<file path="src/rtl/cdb_arb_pkg.sv">
package cdb_arb_pkg;
    // Occupancy of a per-unit holding slot
    typedef enum logic {
        SLOT_EMPTY = 1'b0,
        SLOT_HELD  = 1'b1
    } slot_state_e;

    // Seven completion sources; index order is the grant priority
    // (0 multiply, 1 memory, 2 ALU, 3 int divide, 4 FP divide, 5 FP multiply, 6 FP add)
    localparam int UNIT_COUNT = 7;
endpackage

</file>
<file path="src/rtl/cdb_hold_slot.sv">
module cdb_hold_slot
    import cdb_arb_pkg::*;
#(
    parameter int PAY_W = 38
) (
    input  logic             clk,
    input  logic             rst_n,
    input  logic             flush,
    input  logic             done,
    input  logic [PAY_W-1:0] pay_in,
    input  logic             grant,
    output logic             req,
    output logic [PAY_W-1:0] pay_out,
    output logic             ready
);
    slot_state_e      state_q, state_d;
    logic [PAY_W-1:0] held_q;
    logic             load;

    // Next-state decision
    always_comb begin
        state_d = state_q;
        load    = 1'b0;
        if (flush) begin
            state_d = SLOT_EMPTY;
        end else begin
            unique case (state_q)
                SLOT_EMPTY: begin
                    if (done && !grant) begin
                        state_d = SLOT_HELD;
                        load    = 1'b1;
                    end
                end
                SLOT_HELD: begin
                    if (grant) begin
                        if (done) begin
                            load = 1'b1;
                        end else begin
                            state_d = SLOT_EMPTY;
                        end
                    end
                end
                default: state_d = SLOT_EMPTY;
            endcase
        end
    end

    // State and payload registers
    always_ff @(posedge clk or negedge rst_n) begin
        if (!rst_n) begin
            state_q <= SLOT_EMPTY;
            held_q  <= '0;
        end else begin
            state_q <= state_d;
            if (load) begin
                held_q <= pay_in;
            end
        end
    end

    // Outputs: a held result stands in for the unit's fresh output
    always_comb begin
        req     = (state_q == SLOT_HELD) || done;
        pay_out = (state_q == SLOT_HELD) ? held_q : pay_in;
        ready   = flush || (state_q == SLOT_EMPTY) || grant;
    end
endmodule

</file>
<file path="src/rtl/cdb_pick2.sv">
module cdb_pick2 #(
    parameter int N = 7
) (
    input  logic [N-1:0] req,
    output logic [N-1:0] first_oh,
    output logic [N-1:0] second_oh
);
    logic seen_first;
    logic seen_second;

    // Lowest index wins; the next lowest takes the second lane
    always_comb begin
        first_oh    = '0;
        second_oh   = '0;
        seen_first  = 1'b0;
        seen_second = 1'b0;
        for (int i = 0; i < N; i++) begin
            if (req[i]) begin
                if (!seen_first) begin
                    first_oh[i] = 1'b1;
                    seen_first  = 1'b1;
                end else if (!seen_second) begin
                    second_oh[i] = 1'b1;
                    seen_second  = 1'b1;
                end
            end
        end
    end
endmodule

</file>
<file path="src/rtl/cdb_two_lane_arb.sv">
module cdb_two_lane_arb #(
    parameter int NUM_UNITS = cdb_arb_pkg::UNIT_COUNT,
    parameter int TAG_W     = 5,
    parameter int RD_W      = 5,
    parameter int DATA_W    = 32
) (
    input  logic                             clk,
    input  logic                             rst_n,
    input  logic                             flush,
    input  logic [NUM_UNITS-1:0]             fu_done,
    input  logic [NUM_UNITS-1:0][TAG_W-1:0]  fu_tag,
    input  logic [NUM_UNITS-1:0][RD_W-1:0]   fu_rd,
    input  logic [NUM_UNITS-1:0][DATA_W-1:0] fu_data,
    input  logic [NUM_UNITS-1:0]             fu_exc,
    output logic [NUM_UNITS-1:0]             fu_ready,
    output logic                             lane0_vld,
    output logic [TAG_W-1:0]                 lane0_tag,
    output logic [RD_W-1:0]                  lane0_rd,
    output logic [DATA_W-1:0]                lane0_data,
    output logic                             lane0_exc,
    output logic                             lane1_vld,
    output logic [TAG_W-1:0]                 lane1_tag,
    output logic [RD_W-1:0]                  lane1_rd,
    output logic [DATA_W-1:0]                lane1_data,
    output logic                             lane1_exc
);
    localparam int PAY_W = TAG_W + RD_W + DATA_W + 1;

    logic [NUM_UNITS-1:0] unit_req;
    logic [NUM_UNITS-1:0] live_req;
    logic [NUM_UNITS-1:0] pick0;
    logic [NUM_UNITS-1:0] pick1;
    logic [NUM_UNITS-1:0] unit_grant;
    logic [PAY_W-1:0]     unit_pay [NUM_UNITS];
    logic [PAY_W-1:0]     lane0_pay;
    logic [PAY_W-1:0]     lane1_pay;

    generate
        for (genvar g = 0; g < NUM_UNITS; g++) begin : g_slot
            cdb_hold_slot #(
                .PAY_W(PAY_W)
            ) u_slot (
                .clk     (clk),
                .rst_n   (rst_n),
                .flush   (flush),
                .done    (fu_done[g]),
                .pay_in  ({fu_tag[g], fu_rd[g], fu_data[g], fu_exc[g]}),
                .grant   (unit_grant[g]),
                .req     (unit_req[g]),
                .pay_out (unit_pay[g]),
                .ready   (fu_ready[g])
            );
        end
    endgenerate

    // A flush cycle grants nothing
    assign live_req = unit_req & {NUM_UNITS{~flush}};

    cdb_pick2 #(
        .N(NUM_UNITS)
    ) u_pick (
        .req       (live_req),
        .first_oh  (pick0),
        .second_oh (pick1)
    );

    assign unit_grant = pick0 | pick1;

    // One-hot selected payloads merged onto the lanes
    always_comb begin
        lane0_pay = '0;
        lane1_pay = '0;
        for (int i = 0; i < NUM_UNITS; i++) begin
            lane0_pay = lane0_pay | ({PAY_W{pick0[i]}} & unit_pay[i]);
            lane1_pay = lane1_pay | ({PAY_W{pick1[i]}} & unit_pay[i]);
        end
    end

    assign lane0_vld = |pick0;
    assign lane1_vld = |pick1;
    assign {lane0_tag, lane0_rd, lane0_data, lane0_exc} = lane0_pay;
    assign {lane1_tag, lane1_rd, lane1_data, lane1_exc} = lane1_pay;
endmodule

</file>
<file path="config.mk">
export PLATFORM = sky130hd
export DESIGN_NAME = cdb_two_lane_arb
export DESIGN_NICKNAME = d
export VERILOG_FILES = /design/src/rtl/cdb_arb_pkg.sv /design/src/rtl/cdb_hold_slot.sv /design/src/rtl/cdb_pick2.sv /design/src/rtl/cdb_two_lane_arb.sv
export SDC_FILE = /design/constraint.sdc
export NUM_CORES = 1
export LEC_CHECK = 0
export CELL_PAD_IN_SITES_DETAIL_PLACEMENT = 1
export CELL_PAD_IN_SITES_GLOBAL_PLACEMENT = 1
export CORE_MARGIN = 2
export CORE_UTILIZATION = 44
export CTS_BUF_LIST = sky130_fd_sc_hd__clkbuf_8
export DETAILED_ROUTE_END_ITERATION = 6
export PLACE_DENSITY = 0.95
export RECOVER_POWER = 100
export SLEW_MARGIN = 40
export SYNTH_ARGS = -nofsm -noshare
export SYNTH_HDL_FRONTEND = slang
export SYNTH_SLANG_ARGS = --single-unit
</file>
<file path="constraint.sdc">
create_clock -name clk -period 10.05 [get_ports clk]
set_input_delay 2.01 -clock clk [delete_from_list [all_inputs] [get_ports clk]]
set_output_delay 2.01 -clock clk [all_outputs]
set_load 0.005 [all_outputs]
</file>
# ---- Word level (Yosys, flattened, before mapping)
# Cells that the tools add are included.
dict set report word_totals {
  rom_bits 0
  input_bits 311
  wordCells 191
  memories 0
  mem_bits_rw 0
  ff_bits 308
  latchBits 0
}
dict set report classes {
  eq_ne 0
  mul 0
  n_shift 0
  n_lt_le_gt_ge 0
  div 0
  n_addsub 0
  n_reduce_logical 37
  bitwise 34
  mux 106
}
# op n
set op_table {}
lappend op_table {{bitwise AND 43 bit} 13}
lappend op_table {{bitwise OR 43 bit} 11}
lappend op_table {{two-way mux 43 bit} 7}
lappend op_table {{two-way mux 1 bit} 85}
lappend op_table {{one-hot mux 1 bit (2 select lines)} 14}
lappend op_table {{logical OR 1 bit} 21}
lappend op_table {{inverter 1 bit} 8}
lappend op_table {{bitwise AND 7 bit} 1}
lappend op_table {{logical AND 1 bit} 7}
lappend op_table {{logical NOT 1 bit} 7}
lappend op_table {{bitwise OR 7 bit} 1}
lappend op_table {{OR reduction 7 bit} 1}
lappend op_table {{OR reduction 6 bit} 1}

# ---- Logic depth before layout (Yosys ltp)
# Gate-level depths: netlist of run 1.
dict set report logic_depth {
  ltp_word 22
  mapped_depth 14
}

# ---- By module
# Synthesis of run 1 repeated with hierarchy kept, for this count alone.
dict set report hier_totals {
  hier_cells 1504
  area_unflattened_um2 19777.7
}
# module seq_area_each_um2 area_per_inst_um2 cells_each n_inst
set modules_own_cells {}
lappend modules_own_cells {cdb_hold_slot 1101.1 2341.0 148 7}
lappend modules_own_cells {cdb_two_lane_arb 0.0 3160.5 434 1}
lappend modules_own_cells {cdb_pick2 0.0 230.2 34 1}

# ---- Least setup slack after synthesis of run 1
# OpenSTA, ideal clock, no wires.
dict set report synth_timing {
  path_type {input-to-output}
  startpoint {input flush}
  endpoint {output lane1_rd[1]}
  stages 12
  required_time_ps 8040
  arrival_ps 4584
  setup_slack_ps 3456
  n_path_buf 5
  path_cell_list {clkbuf_1 > clkbuf_1 > or2_2 > ha_1 > or3b_1 > buf_2 > nand2b_2 > nand2_1 > or4_1 > buf_2 > buf_2 > o221ai_1}
}
dict set report synth_between {
  elab_chain_cells 18
}
# element line
set synth_lines {}
lappend synth_lines {{start: declaration} cdb_two_lane_arb.sv:9} ;# input logic flush,
lappend synth_lines {{inverter 1 bit *} cdb_two_lane_arb.sv:57} ;# assign live_req = unit_req & {NUM_UNITS{~flush}};
lappend synth_lines {{bitwise AND 7 bit *} cdb_two_lane_arb.sv:57}
lappend synth_lines {{two-way mux 1 bit} cdb_pick2.sv:18} ;# if (req[i]) begin
lappend synth_lines {{two-way mux 1 bit} cdb_pick2.sv:19} ;# if (!seen_first) begin
lappend synth_lines {{two-way mux 1 bit} cdb_pick2.sv:18}
lappend synth_lines {{two-way mux 1 bit} cdb_pick2.sv:19}
lappend synth_lines {{two-way mux 1 bit} cdb_pick2.sv:18}
lappend synth_lines {{two-way mux 1 bit} cdb_pick2.sv:19}
lappend synth_lines {{(+2 left out)} --}
lappend synth_lines {{two-way mux 1 bit} cdb_pick2.sv:18}
lappend synth_lines {{two-way mux 1 bit} cdb_pick2.sv:19}
lappend synth_lines {{two-way mux 1 bit} cdb_pick2.sv:18}
lappend synth_lines {{two-way mux 1 bit} cdb_pick2.sv:22} ;# end else if (!seen_second) begin
lappend synth_lines {{two-way mux 1 bit} cdb_pick2.sv:19}
lappend synth_lines {{two-way mux 1 bit} cdb_pick2.sv:18}
lappend synth_lines {{bitwise AND 43 bit} cdb_two_lane_arb.sv:75} ;# lane1_pay = lane1_pay | ({PAY_W{pick1[i]}} & unit_pay[i]);
lappend synth_lines {{bitwise OR 43 bit *} cdb_two_lane_arb.sv:75}
lappend synth_lines {{end: declaration} cdb_two_lane_arb.sv:23} ;# output logic [RD_W-1:0] lane1_rd,
# Mark *: on every way between the ends. The rest lies on a longest branch, timed or not.

# ---- Worst setup path after layout of run 1
dict set report layout_timing {
  startpoint {input flush}
  endpoint {output lane1_data[0]}
}
dict set report layout_between {
  elab_chain_cells 18
}
# element line
set layout_lines {}
lappend layout_lines {{inverter 1 bit *} cdb_two_lane_arb.sv:57}
lappend layout_lines {{bitwise AND 7 bit *} cdb_two_lane_arb.sv:57}
lappend layout_lines {{two-way mux 1 bit} cdb_pick2.sv:18}
lappend layout_lines {{two-way mux 1 bit} cdb_pick2.sv:19}
lappend layout_lines {{two-way mux 1 bit} cdb_pick2.sv:18}
lappend layout_lines {{two-way mux 1 bit} cdb_pick2.sv:19}
lappend layout_lines {{two-way mux 1 bit} cdb_pick2.sv:18}
lappend layout_lines {{two-way mux 1 bit} cdb_pick2.sv:19}
lappend layout_lines {{(+2 left out)} --}
lappend layout_lines {{two-way mux 1 bit} cdb_pick2.sv:18}
lappend layout_lines {{two-way mux 1 bit} cdb_pick2.sv:19}
lappend layout_lines {{two-way mux 1 bit} cdb_pick2.sv:18}
lappend layout_lines {{two-way mux 1 bit} cdb_pick2.sv:22}
lappend layout_lines {{two-way mux 1 bit} cdb_pick2.sv:19}
lappend layout_lines {{two-way mux 1 bit} cdb_pick2.sv:18}
lappend layout_lines {{bitwise AND 43 bit} cdb_two_lane_arb.sv:75}
lappend layout_lines {{bitwise OR 43 bit *} cdb_two_lane_arb.sv:75}
lappend layout_lines {{end: declaration} cdb_two_lane_arb.sv:24} ;# output logic [DATA_W-1:0] lane1_data,
# Marked as above.

==> results of run 1 <==
-- worst min-delay path: stages (launching register included) --
cell and delay, ns:
dfrtp_1 0.34, nand2_1 0.05, nand2_1 0.06
-- sequential cells by signal, summed over array words and instances (netlist names) --
signal / cells
g_slot.u_slot.state_q: 7
g_slot.u_slot.held_q: 301
-- cells in the final DEF (no fill, tap or decap), drive strengths merged, types with 5 or more instances in the layout --
master	instances
mux2	344
clkdlybuf4s50	310
dfrtp	308
nand2	177
mux2i	177
clkbuf	93
dlygate4sd3	90
o221ai	86
nor2	53
a21oi	48
o21ai	46
and3b	45
a22oi	43
o221a	43
nor3	43
a2111oi	42
inv	22
buf	19
diode	17
clkinv	11
nor3b	6
nand3b	6
o21bai	5
-- power by group --
| group | switching, mW | internal, mW | total, mW |
|---|---|---|---|
| clock | 0.595 | 0.732 | 1.33 |
| combinational | 0.515 | 0.598 | 1.11 |
| sequential | 0.186 | 1.53 | 1.72 |
-- cells in the mapped netlist (all sizes together), types with 2 or more instances --
cell type,n,share of area [%]
nor2,53,1.1
inv,5,0.10
nand2b,3,0.12
nand3b,6,0.25
o221ai,86,4.1
nor3b,6,0.25
nand2,177,3.6
or4,3,0.12
nor4,3,0.18
ha,3,0.20
a22oi,43,1.8
o221a,43,2.6
o211ai,2,0.082
mux2i,177,9.8
nand3,2,0.055
a2111oi,42,2.0
and3b,45,2.1
buf,50,1.4
mux2,344,21
or2,3,0.10
o21ai,46,1.3
dfrtp,308,42
nor3,43,1.2
a21oi,48,1.3
o21bai,5,0.20
clkbuf,104,2.1
nand4b,2,0.095
-- final cells by class --
type,count,share of cell area (%)
diodes,17,0.177
clock buffers,77,4.40
clock inverters,30,0.743
inverters,6,0.0987
multi-input cells,1203,41.7
flip-flops and latches,308,32.1
well taps,532,2.76
repair buffers,435,18.0
-- layer usage --
layer,track usage [%],vias to the layer above
met2,59.0,1024
met5,0,-
met4,23.2,14
met3,8.51,358
met1,42.6,8638
li1,-,7046
-- kinds of logic (layout without fill, tap and decap cells) --
logic type               count (synthesis)  after routing
other                                    1             19
AO/OA/AOI/OAI                          325            325
flip-flops                             308            308
XOR/XNOR                                 1              1
adder cells (fa/ha/maj)                  4              4
AND/OR/NAND/NOR                        350            350
multiplexers                           521            521
buffers and inverters                  160            548
-- final timing paths --
| path | from | end | slack, ns | cells after the start |
|---|---|---|---|---|
| setup / recovery | flush | lane1_data[0] | 0.97 | 10 |
| hold / removal | g_slot[1].u_slot.held_q[28]$_DFFE_PN0P_ | g_slot[1].u_slot.held_q[28]$_DFFE_PN0P_ | 0.48 | 2 |
| setup reg to reg | g_slot[0].u_slot.state_q$_DFF_PN0_ | g_slot[6].u_slot.held_q[22]$_DFFE_PN0P_ | 3.36 | 9 |
| hold reg to reg | g_slot[1].u_slot.held_q[28]$_DFFE_PN0P_ | g_slot[1].u_slot.held_q[28]$_DFFE_PN0P_ | 0.48 | 2 |
| max in group asynchronous | rst_n | g_slot[0].u_slot.state_q$_DFF_PN0_ | 3.19 | 3 |
| min in group asynchronous | rst_n | g_slot[3].u_slot.held_q[31]$_DFFE_PN0P_ | 1.95 | 1 |
-- stage by stage --
step / setup slack [ns] / hold WS [ns] / cell area (um^2) / total power, mW / utilization, %
6_report: 0.974 / 0.475 / 24100 / 4.16 / 58.7
2_1_floorplan: 3.46 / 0.440 / 18400 / 2.28 / -
5_1_grt: 0.942 / 0.505 / 24100 / 4.32 / 58.7
3_5_place_dp: 1.72 / 0.463 / 22900 / 2.84 / 55.8
4_1_cts: 1.66 / 0.478 / 24100 / 4.18 / 58.8
3_3_place_gp: 1.69 / 0.451 / 22700 / 2.73 / 55.2
==> results.sh, run 1 <==
export IMPL_crit_type="in -> out"
export IMPL_finalHoldViolCount=0
export IMPL_violations="capacitance limit, slew limit"
export IMPL_dr_pass1_iters=5
export IMPL_drive_above_1_share_pct=23.8
export IMPL_power_density_nw_per_um2=173
export IMPL_slew_violations=395
export IMPL_grt_pass1_vias=19167
export IMPL_clock_path_buffers=3
export IMPL_final_antenna_net_count=0
export IMPL_synth_cell_types=52
export IMPL_setup_tns_final_ns=0
export IMPL_ir_worst_vdd_uv=102
export IMPL_cts_resized=0
export IMPL_postSynthCellCount=1670
export IMPL_max_freq_ghz=0.110
export IMPL_cts_root_buf="clkbuf_8"
export IMPL_htreeDepth=2
export IMPL_cpPeakStageDelay_ns=1.11
export IMPL_vias_per_cell=6.55
export IMPL_overflow=0
export IMPL_drv_cap=12
export IMPL_synth_xor_area_share_pct=0.0477
export IMPL_drt_iter0_drc=1233
export IMPL_grt_pass1_wl_mm=119
export IMPL_cp_start_kind="input port"
export IMPL_grt_usage_pct=36.0
export IMPL_post_cts_buffers=0
export IMPL_setup_viol=0
export IMPL_drc=0
export IMPL_rows=74
export IMPL_multiInputGateArea_um2=10000
export IMPL_tightest_slew_ns=4.17
export IMPL_crit_fanout=46
export IMPL_rsz0062_at_grt="no"
export IMPL_synth_mux_area_share_pct=30.9
export IMPL_cp_arrival_ns=7.07
export IMPL_pin_count=406
export IMPL_hpwl_mm=52.1
export IMPL_async_reset_ff_share_pct=100
export IMPL_highest_layer="met5"
export IMPL_core_area_um2=41000
export IMPL_cts_tree="yes"
export IMPL_final_seq_area_um2=7730
export IMPL_yosysSeqAreaShare_pct=42.0
export IMPL_final_cells=2608
export IMPL_slowest_stage="clkbuf_2"
export IMPL_vias=17080
export IMPL_antenna_found_initial=22
export IMPL_finClkSkew_ns=0.0427
export IMPL_met3_length_mm=6.93
export IMPL_synth_top_family_by_area="multiplexers"
export IMPL_cts_sinks=308
export IMPL_crit_family="buffers and inverters"
export IMPL_period_needed_ns=9.08
export IMPL_synth_seq_cells=308
export IMPL_grt_max_degree=134
export IMPL_ys_flop_type="dfrtp_1"
export IMPL_netlist_area_um2=18400
export IMPL_synth_edf_count=0
export IMPL_clkLatencyLatePin_ns=0.69
export IMPL_nFillCells=4260
export IMPL_nets=2326
export IMPL_cts_hold_repair_buffers=0
export IMPL_avgSynthCellArea_um2=11.0
export IMPL_period_share_pct=90.3
export IMPL_start_util_pct=44.8
export IMPL_crit_buf_inv=3
export IMPL_synth_adder_area_share_pct=0.259
export IMPL_portBuffers=403
export IMPL_die_w_um=208
export IMPL_maxSlewHeadroom_pct=-178
export IMPL_synth_compound_area_share_pct=13.8
export IMPL_timing_critical_path_required_ns=8.04
export IMPL_p_leak_nw=10.0
export IMPL_gp_congestion=0.888
export IMPL_wl_met2_mm=38.0
export IMPL_die_area_um2=43400
export IMPL_dpl_cell_count=2480
export IMPL_status="finished, violations left"
export IMPL_area_growth_syn_to_layout_pct=31.1
export IMPL_crit_path_end_kind="primary output"
export IMPL_met1Wirelength_mm=29.9
export IMPL_clk_pin_slew_ns=0.07
export IMPL_wl_per_cell_um=30.5
export IMPL_yosys_area_share_simple_pct=9.33
export IMPL_cts_buffers=58
export IMPL_hold_class="reg -> reg"
export IMPL_path_cells="clkbuf_1, or2_2, ha_1, or3b_4, nand2b_1, nand3b_1, clkbuf_2, o221a_2, o221ai_1, dlygate4sd3_1"
export IMPL_yosys_warnings=0
export IMPL_die_h_um=208
export IMPL_wirelength_mm=79.4
(Power assumes the default switching activity.)
==> inputs of run 2 (changes only) <==
==> constraint.sdc (replaced) <==
create_clock -name clk -period 10.05 [get_ports clk]
set_input_delay 2.5125 -clock clk [delete_from_list [all_inputs] [get_ports clk]]
set_output_delay 2.5125 -clock clk [all_outputs]
set_load 0.005 [all_outputs]
==> run 2 against run 1 <==
Against the previous run:
- the flow still finishes with violations (capacitance limit, slew limit)
- flip-flop and latch count unchanged
- cell area down 0.21%
- critical path depth unchanged
- critical endpoint is now lane0_data[4]
==> results.sh, run 2 (same netlist as run 1, synthesis figures left out) <==
export IMPL_cts_resized=0
export IMPL_rr_startpoint="g_slot[1].u_slot.state_q$_DFF_PN0_"
export IMPL_r2r_slack_ns=3.59
export IMPL_antenna_found_initial=26
export IMPL_nFillCells=4281
export IMPL_nets=2330
export IMPL_hold_start="g_slot[1].u_slot.held_q[4]$_DFFE_PN0P_"
export IMPL_period_needed_ns=9.20
export IMPL_vias=17325
export IMPL_rsz0062_at_grt="no"
export IMPL_core_area_um2=41000
export IMPL_period_share_pct=91.5
export IMPL_cp_arrival_ns=6.69
export IMPL_clock_power_share_pct=29.6
export IMPL_final_cells=2603
export IMPL_layout_commonest_cell="clkdlybuf4s50_1"
export IMPL_die_h_um=208
export IMPL_wirelength_mm=82.2
export IMPL_p_leak_nw=9.97
export IMPL_setup_tns_final_ns=0
export IMPL_largest_reg_flops=301
export IMPL_cts_sinks=308
export IMPL_maxSlewHeadroom_pct=-227
export IMPL_grt_max_degree=94
export IMPL_max_freq_ghz=0.109
export IMPL_cts_root_buf="clkbuf_8"
export IMPL_highest_layer="met5"
export IMPL_dpl_cell_count=2490
export IMPL_finClkSkew_ns=0.0239
export IMPL_portBuffers=403
export IMPL_ir_worst_vdd_uv=102
export IMPL_drt_iter0_drc=1697
export IMPL_clkLatencyLatePin_ns=0.66
export IMPL_area_growth_syn_to_layout_pct=30.8
export IMPL_fin_util_pct=58.6
export IMPL_p_seq_share_pct=42.3
export IMPL_status="finished, violations left"
export IMPL_tightest_slew_ns=4.90
export IMPL_htreeDepth=2
export IMPL_crit_type="in -> out"
export IMPL_drv_cap=13
export IMPL_switching_share_pct=31.9
export IMPL_wl_per_cell_um=31.6
export IMPL_start_util_pct=44.8
export IMPL_slew_violations=514
export IMPL_die_area_um2=43400
export IMPL_gp_congestion=0.878
export IMPL_drc=0
export IMPL_grt_pass1_wl_mm=122
export IMPL_setup_viol=0
export IMPL_met3_length_mm=7.23
export IMPL_placement_cell_area_um2=23000
export IMPL_cts_tree="yes"
export IMPL_post_cts_buffers=0
export IMPL_vias_per_cell=6.66
export IMPL_pin_count=406
export IMPL_clock_path_buffers=3
export IMPL_dr_pass1_iters=6
export IMPL_cts_buffers=56
export IMPL_grt_usage_pct=37.2
export IMPL_die_w_um=208
export IMPL_power_internal_mw=2.77
export IMPL_cp_start_kind="input port"
export IMPL_power_frac_comb_pct=28.1
export IMPL_power_switching_mw=1.30
export IMPL_timing_critical_path_required_ns=7.54
export IMPL_crit_path_end_kind="primary output"
export IMPL_crit_fanout=43
export IMPL_design_area_um2=24000
export IMPL_hold_path_endpoint="g_slot[1].u_slot.held_q[4]$_DFFE_PN0P_"
export IMPL_reg2regPathDepth=4
export IMPL_hpwl_mm=54.9
export IMPL_final_antenna_net_count=0
export IMPL_met1Wirelength_mm=29.5
export IMPL_power_density_nw_per_um2=170
export IMPL_rr_endpoint="g_slot[1].u_slot.state_q$_DFF_PN0_"
export IMPL_violations="capacitance limit, slew limit"
export IMPL_overflow=0
export IMPL_grt_pass1_vias=20008
export IMPL_drive_above_1_share_pct=23.2
export IMPL_regMostFlops="g_slot.u_slot.held_q"
export IMPL_hold_class="reg -> reg"
export IMPL_clk_pin_slew_ns=0.06
export IMPL_finalHoldViolCount=0
export IMPL_hold_depth=2
export IMPL_wl_met2_mm=39.9
export IMPL_reg_top3="g_slot.u_slot.held_q x301, g_slot.u_slot.state_q x7"
export IMPL_cts_hold_repair_buffers=0
export IMPL_rows=74
export IMPL_final_cell_mix="clkdlybuf4s50_1, mux2_2, dfrtp_1"
run 2: changes by cell type in the layout (fill, tap and decap cells not counted), moves of 2 or more:
| cell | previous run | this run |
|---|---|---|
| buf_6 | 1 | 3 |
| clkinv_2 | 11 | 4 |
| inv_1 | 22 | 27 |
| dlygate4sd3_1 | 90 | 92 |
| mux2_1 | 33 | 38 |
| clkdlybuf4s50_1 | 310 | 308 |
| buf_16 | 1 | 5 |
| mux2_2 | 311 | 306 |
| buf_4 | 7 | 11 |
| clkbuf_8 | 77 | 69 |
| buf_12 | 8 | 6 |
run 2: area by class of cell:
class | instances | area, um^2 | area share [%]
multi-input combinational | 1203 | 10000 | 41.8
sequential | 308 | 7730 | 32.2
timing repair buffer | 441 | 4440 | 18.5
clock buffer | 69 | 950 | 3.95
tap | 532 | 666 | 2.77
clock inverter | 27 | 133 | 0.552
antenna | 17 | 42.5 | 0.177
inverter | 6 | 23.8 | 0.0989
run 2: worst max path at each step:
stage | start | to | slack, ns | cells past startpoint
2_1_floorplan | flush | lane1_rd[1] | 2.45 | 12
3_3_place_gp | fu_done[1] | lane1_data[28] | 1.14 | 10
3_5_place_dp | fu_done[1] | lane1_data[8] | 1.18 | 11
4_1_cts | fu_done[1] | lane1_data[8] | 1.16 | 11
5_1_grt | fu_done[1] | lane0_tag[3] | 0.72 | 10
6_report | fu_done[1] | lane0_data[4] | 0.85 | 10
run 2: stage by stage:
step	power, mW	hold slack, ns	setup WS, ns
after floorplan	2.28	0.440	2.45
after global placement	2.73	0.451	1.14
after global routing	4.22	0.488	0.723
after detailed placement	2.87	0.463	1.18
final	4.07	0.476	0.851
after CTS	4.10	0.478	1.16
run 2: power groups by stage:
stage | logic (mW) | registers, mW | clock network [mW]
6_report | 1.14 | 1.72 | 1.21
5_1_grt | 1.20 | 1.75 | 1.27
3_5_place_dp | 1.14 | 1.73 | 0
4_1_cts | 1.16 | 1.72 | 1.22
3_3_place_gp | 1.03 | 1.70 | 0
2_1_floorplan | 0.635 | 1.65 | 0
run 2: worst max-delay path, stage by stage:
cell,delay (ns)
dlygate4sd3_1,0.57
nor2_1,0.05
or2_2,0.29
ha_1,0.28
or3b_4,0.50
or4_4,0.77
nor2_1,0.07
a2111oi_0,0.60
o221ai_1,0.35
dlygate4sd3_1,0.68
run 2: metal layers:
| layer | vias to the layer above | global-route usage, % |
|---|---|---|
| met5 | - | 0 |
| met4 | 20 | 25.4 |
| met3 | 408 | 9.93 |
| met2 | 1150 | 62.6 |
| met1 | 8719 | 41.2 |
| li1 | 7028 | - |
